[src/rtl/rx_idle_ready.sv]
module rx_idle_ready #(
  parameter int FIFO_DEPTH = 16,
  parameter int IDLE_BITS  = 16,
  localparam int CNT_W  = $clog2(FIFO_DEPTH + 1),
  localparam int IDLE_W = $clog2(IDLE_BITS + 1)
) (
  input  logic             clk,
  input  logic             rst_n,
  input  logic             standby,
  input  logic             bit_tick,
  input  logic             stop_done,
  input  logic             start_det,
  input  logic [CNT_W-1:0] fifo_count,
  input  logic [CNT_W-1:0] trig_level,
  input  logic             reg_rd,
  input  logic             reg_wr,
  input  logic [1:0]       reg_wdata,
  output logic [1:0]       reg_rdata,
  output logic             irq
);

  localparam logic [IDLE_W-1:0] IDLE_LIMIT = IDLE_W'(IDLE_BITS);

  logic [IDLE_W-1:0] idle_cnt;
  logic armed, flag, ie, seen;

  wire fifo_has = |fifo_count;
  wire below    = fifo_count < trig_level;
  wire expired  = idle_cnt == IDLE_LIMIT;
  wire set_flag = armed && expired && fifo_has && below;
  wire clr_ok   = reg_wr && !reg_wdata[0] && seen;

  always_ff @(posedge clk or negedge rst_n) begin
    if (!rst_n) begin
      idle_cnt <= '0;
      armed    <= 1'b0;
    end else if (standby) begin
      idle_cnt <= '0;
      armed    <= 1'b0;
    end else if (stop_done) begin
      idle_cnt <= '0;
      armed    <= 1'b1;
    end else if (start_det) begin
      idle_cnt <= '0;
      armed    <= 1'b0;
    end else if (set_flag) begin
      armed    <= 1'b0;
    end else if (armed && bit_tick && fifo_has && !expired) begin
      idle_cnt <= idle_cnt + 1'b1;
    end
  end

  always_ff @(posedge clk or negedge rst_n) begin
    if (!rst_n) begin
      flag <= 1'b0;
      seen <= 1'b0;
      ie   <= 1'b0;
    end else if (standby) begin
      flag <= 1'b0;
      seen <= 1'b0;
      ie   <= 1'b0;
    end else begin
      if (set_flag)    flag <= 1'b1;
      else if (clr_ok) flag <= 1'b0;
      if (clr_ok)              seen <= 1'b0;
      else if (reg_rd && flag) seen <= 1'b1;
      if (reg_wr) ie <= reg_wdata[1];
    end
  end

  assign reg_rdata = {ie, flag};
  assign irq       = flag & ie;

endmodule


[config.mk]
export PLATFORM = sky130hd
export DESIGN_NAME = rx_idle_ready
export DESIGN_NICKNAME = d
export VERILOG_FILES = /design/src/rtl/rx_idle_ready.sv
export SDC_FILE = /design/constraint.sdc
export NUM_CORES = 1
export LEC_CHECK = 0
export BUFFER_PORTS_ARGS = -buffer_cell sky130_fd_sc_hd__buf_2
export CORE_MARGIN = 3
export CORE_UTILIZATION = 33
export DETAILED_ROUTE_END_ITERATION = 6
export HOLD_SLACK_MARGIN = 0.1
export PLACE_DENSITY_LB_ADDON = 0.2
export SETUP_SLACK_MARGIN = 0.05
export SKIP_CTS_REPAIR_TIMING = 1
export SLEW_MARGIN = 20
export SYNTH_ARGS = -nofsm -noshare
export SYNTH_HDL_FRONTEND = slang
export SYNTH_SLANG_ARGS = --single-unit
[constraint.sdc]
create_clock -name clk -period 4 [get_ports clk]
set_input_delay 0 -clock clk [delete_from_list [all_inputs] [get_ports clk]]
set_output_delay 0 -clock clk [all_outputs]
set_load 0.05 [all_outputs]
==> results by stage <==
Outcome:
- The flow ran to the end, and the final reports show no timing, DRC or antenna violations.

Critical path:
- The worst register-to-register path begins at idle_cnt[0].
- The maximum single-stage delay on the critical path is 0.54 ns.
- The most critical setup path has its endpoint at armed.
- The endpoint identified for the worst register-to-register timing path is armed.
- The most critical setup path has its startpoint at idle_cnt[0].
- The critical path goes through inv_1 > ha_1 > nand4bb_4 > a211o_1 > a311o_1 > a32o_1 > dlygate4sd3_1.
- The slowest stage of the critical path is the dlygate4sd3_1 cell.
- The maximum fanout along the worst path is 3.
- In this run the number of cells on the critical path is 7.
- The classification of the worst setup path is reg -> reg.
- Counting both buffers and inverters, the worst setup path holds a total of 2.
- STA classifies the critical path endpoint as a flop.
- The data arrival time of the critical path is 2.50 ns.
- The required arrival time at the worst endpoint is 4.15 ns.
- The number of cell instances on the worst register-to-register path is 7.
- Across all register-to-register paths, the minimum setup slack is 1.65 ns.
- On the critical path the largest part of the delay comes from compound AO/OA/AOI/OAI gates.
- STA classifies the critical path startpoint as a flop.

Power:
- For this design the static power due to leakage is 0.397 nW.
- The share of total power dissipated in sequential elements is 47.2%.
- Internal power comes to 149 uW.
- The analysis attributes to net switching a power of 49.9 uW.
- Power spread over the standard cell area amounts to 236 mW/mm^2.
- The worst voltage drop across the vdd grid is 0.141 mV.
- The switching power as a share of total power is 25.1%.
- The clock network fraction of total power is 35.3%.
- Combinational logic is responsible for 17.6% of the overall power.

Timing:
- The number of failing hold endpoints at the final stage is 0.
- For the pin with the worst max-slew slack, the measured transition is 0.287 ns.
- The number of pins with negative max-slew slack in the final report is 0.
- The final setup violation count is 0.
- The worst path uses 58.9% of the clock period.
- Headroom to the max-slew limit came out at 80.9%.
- Setup repair after global routing left no endpoint under its margin.
- The final clock skew is 0.00307 ns.
- The accumulated negative setup slack is 0 ns.
- The routed design could run at a clock period as short as 2.35 ns.
- The worst hold slack across all endpoints is 0.0867 ns.
- The peak clock frequency supported by timing is 0.425 GHz.
- Across all setup checks in the final design, the least slack found is 1.65 ns.

Floorplan:
- 23 I/O pins were placed.
- The die is 49.3 um wide.
- The total number of placement rows is 15.
- The initial utilization of the core area, before any placement, comes to 35.5%.
- After floorplanning, the core was sized to cover 0.00175 mm^2.
- The height of the chip is 49.3 um.
- The floorplan step defined a die boundary enclosing 0.00243 mm^2.

Placed design:
- The final estimated routing congestion in global placement is 0.789.
- The number of I/O port buffers is 22.
- The minimum setup slack after placement is 2.19 ns.
- Once detailed placement completed, the half-perimeter wirelength came to 976 um.
- The placed instances occupy a cell area of 746 um^2.

Global route:
- met2 is the most crowded layer.
- The number of global-route vias before repair is 517.
- Entering global routing, the biggest net connects 10 pins.
- The all-layer global routing usage is 11.6%.
- The first global-routing pass estimated 2120 um of wire.
- Global routing used 17.0% of the available met2 tracks.
- The initial antenna violation count was 0.
- The sum of overflow across all layers after global routing is 0.
- Global routing used 14.0% of the available met1 tracks.
- Global routing consumed, on the met3 layer, 1.83% of the routing resources.

Clocking:
- The TritonCTS clock tree is built.
- The clock latency on the worst-skew pair is 0.26 ns.
- The tree is rooted in a clkbuf_4.
- The clock tree buffer depth is 2.
- Counting the buffers created by CTS gives 3.
- The H-tree depth is 1.
- Clock-pin slew was measured on the worst setup and hold paths at 0.06 ns.
- CTS saw 9 sinks.

Synthesis:
- The synthesized area is 619 um^2.
- Counting every net in the synthesized netlist gives 89.
- In this run, synthesis produced a sequential element count of 9.
- The sequential fraction of the synthesis area is 36.4%.
- The number of warnings issued by yosys is 0.
- Synthesis instantiated 23 different standard cells from the library.
- The synthesized instance count is 63.
- The async set-or-reset flop fraction in the synthesized netlist is 100%.
- By area the synthesized netlist is led by dfrtp_1 36%, ha_1 12%, inv_1 5.5%.
- The number of enable-type register cells in the synthesized netlist is 0.
- Averaged over all synthesized cells, the footprint is 9.83 um^2.
- The largest total area in the synthesized netlist belongs to dfrtp_1.
- The share of Yosys cell area claimed by the top area cell type is 36.4%.
- The most frequently used flop master after synthesis is dfrtp_1.

Detailed routing:
- After detailed routing, the number of vias per cell comes to 4.71.
- Dividing the detail-routed wire length by the instance count gives 11.3 um.
- The count of unresolved DRC violations after routing is 0.
- Before antenna repair, the detailed router went through 4 iterations.
- The detailed-route via count is 560.
- The initial DRC count is 2.
- The detail route stage leaves a number of antenna-violating nets equal to 0.
- The aggregate routed wire length is 1340 um.

Layout:
- The core occupancy in the finished layout is 48.2%.
- Relative to the synthesized area, the layout overhead comes to 36.0%.
- The library cell used most frequently in the layout, excluding fill and tap cells, is buf_2.
- 0 antenna diodes ended up in the layout.
- Fill cells in the final layout number 165.
- In the layout the commonest cells are 22 x buf_2, 9 x inv_1, 9 x dfrtp_1.
- Summing all non-filler instances in the final layout gives an area of 842 um^2.
- Of the cells placed in the final design, the portion with a size suffix greater than 1 is 30.9%.
- The number of nets in the finished design is 121.

Min path:
- The min-delay analysis places its worst path in the category in -> reg.

Flow run:
- The count of maximum capacitance violations is 0.
==> sequential cells by signal, summed over array words and instances (netlist names) <==
name	count
flag	1
idle_cnt	5
armed	1
ie	1
seen	1
==> Yosys cell counts, drive strengths merged, types with 2 or more instances <==
master	number
nand3b	2
inv	9
mux2i	2
or3	4
a21oi	6
dfrtp	9
nand2	2
buf	2
o21ai	6
nand3	2
nor2	3
ha	6
==> cell type report <==
class | instances | area, um^2 | area share [%]
flip-flops and latches | 9 | 225 | 26.7
well taps | 25 | 31.3 | 3.71
inverters | 9 | 33.8 | 4.01
clock buffers | 4 | 26.3 | 3.12
multi-input cells | 43 | 345 | 41.0
repair buffers | 29 | 180 | 21.4
==> metrics by stage <==
step                      power [mW]  instances
after global routing           0.213        119
after detailed placement       0.126        108
after floorplan                0.110         63
after CTS                      0.198        112
final                          0.199        119
after global placement         0.126        108
==> routing by layer <==
layer  vias to the layer above  wire (um)
met2                        16        636
met3                         4         76
li1                        285          -
met5                         -          0
met1                       255        580
met4                         0         50
==> power groups by stage <==
stage | Clock (mW) | Sequential [mW] | Combinational, mW
after detailed placement | 0 | 0.0954 | 0.0301
after global routing | 0.0786 | 0.0938 | 0.0404
final | 0.0701 | 0.0938 | 0.0349
after global placement | 0 | 0.0953 | 0.0303
after CTS | 0.0740 | 0.0937 | 0.0304
after floorplan | 0 | 0.0951 | 0.0146
==> how the worst min path moves through the flow <==
stage | startpoint | to | depth (start not counted)
floorplan | rst_n | armed | 0
global placement | rst_n | flag | 1
detailed placement | rst_n | flag | 1
CTS | rst_n | flag | 1
global route | reg_wr | flag | 4
finish | reg_wr | flag | 4
==> worst reg2reg max path: cells and delay by family, from the launching register on <==
family	cells	cell delay (ns)
DFF	1	0.40
and+or+nand+nor	1	0.14
buffers and inverters	2	0.63
AOI/OAI and AO/OA	3	0.88
adders and majority gates	1	0.19
==> logic make-up after synthesis <==
family / synth area share [%]
buffers and inverters: 7.88
muxes: 3.23
xor gates and xnor gates: 1.41
AOI/OAI and AO/OA: 18.6
and+or+nand+nor: 20.4
DFF: 36.4
adders and majority gates: 12.1
Power figures use the tool's default switching activity.
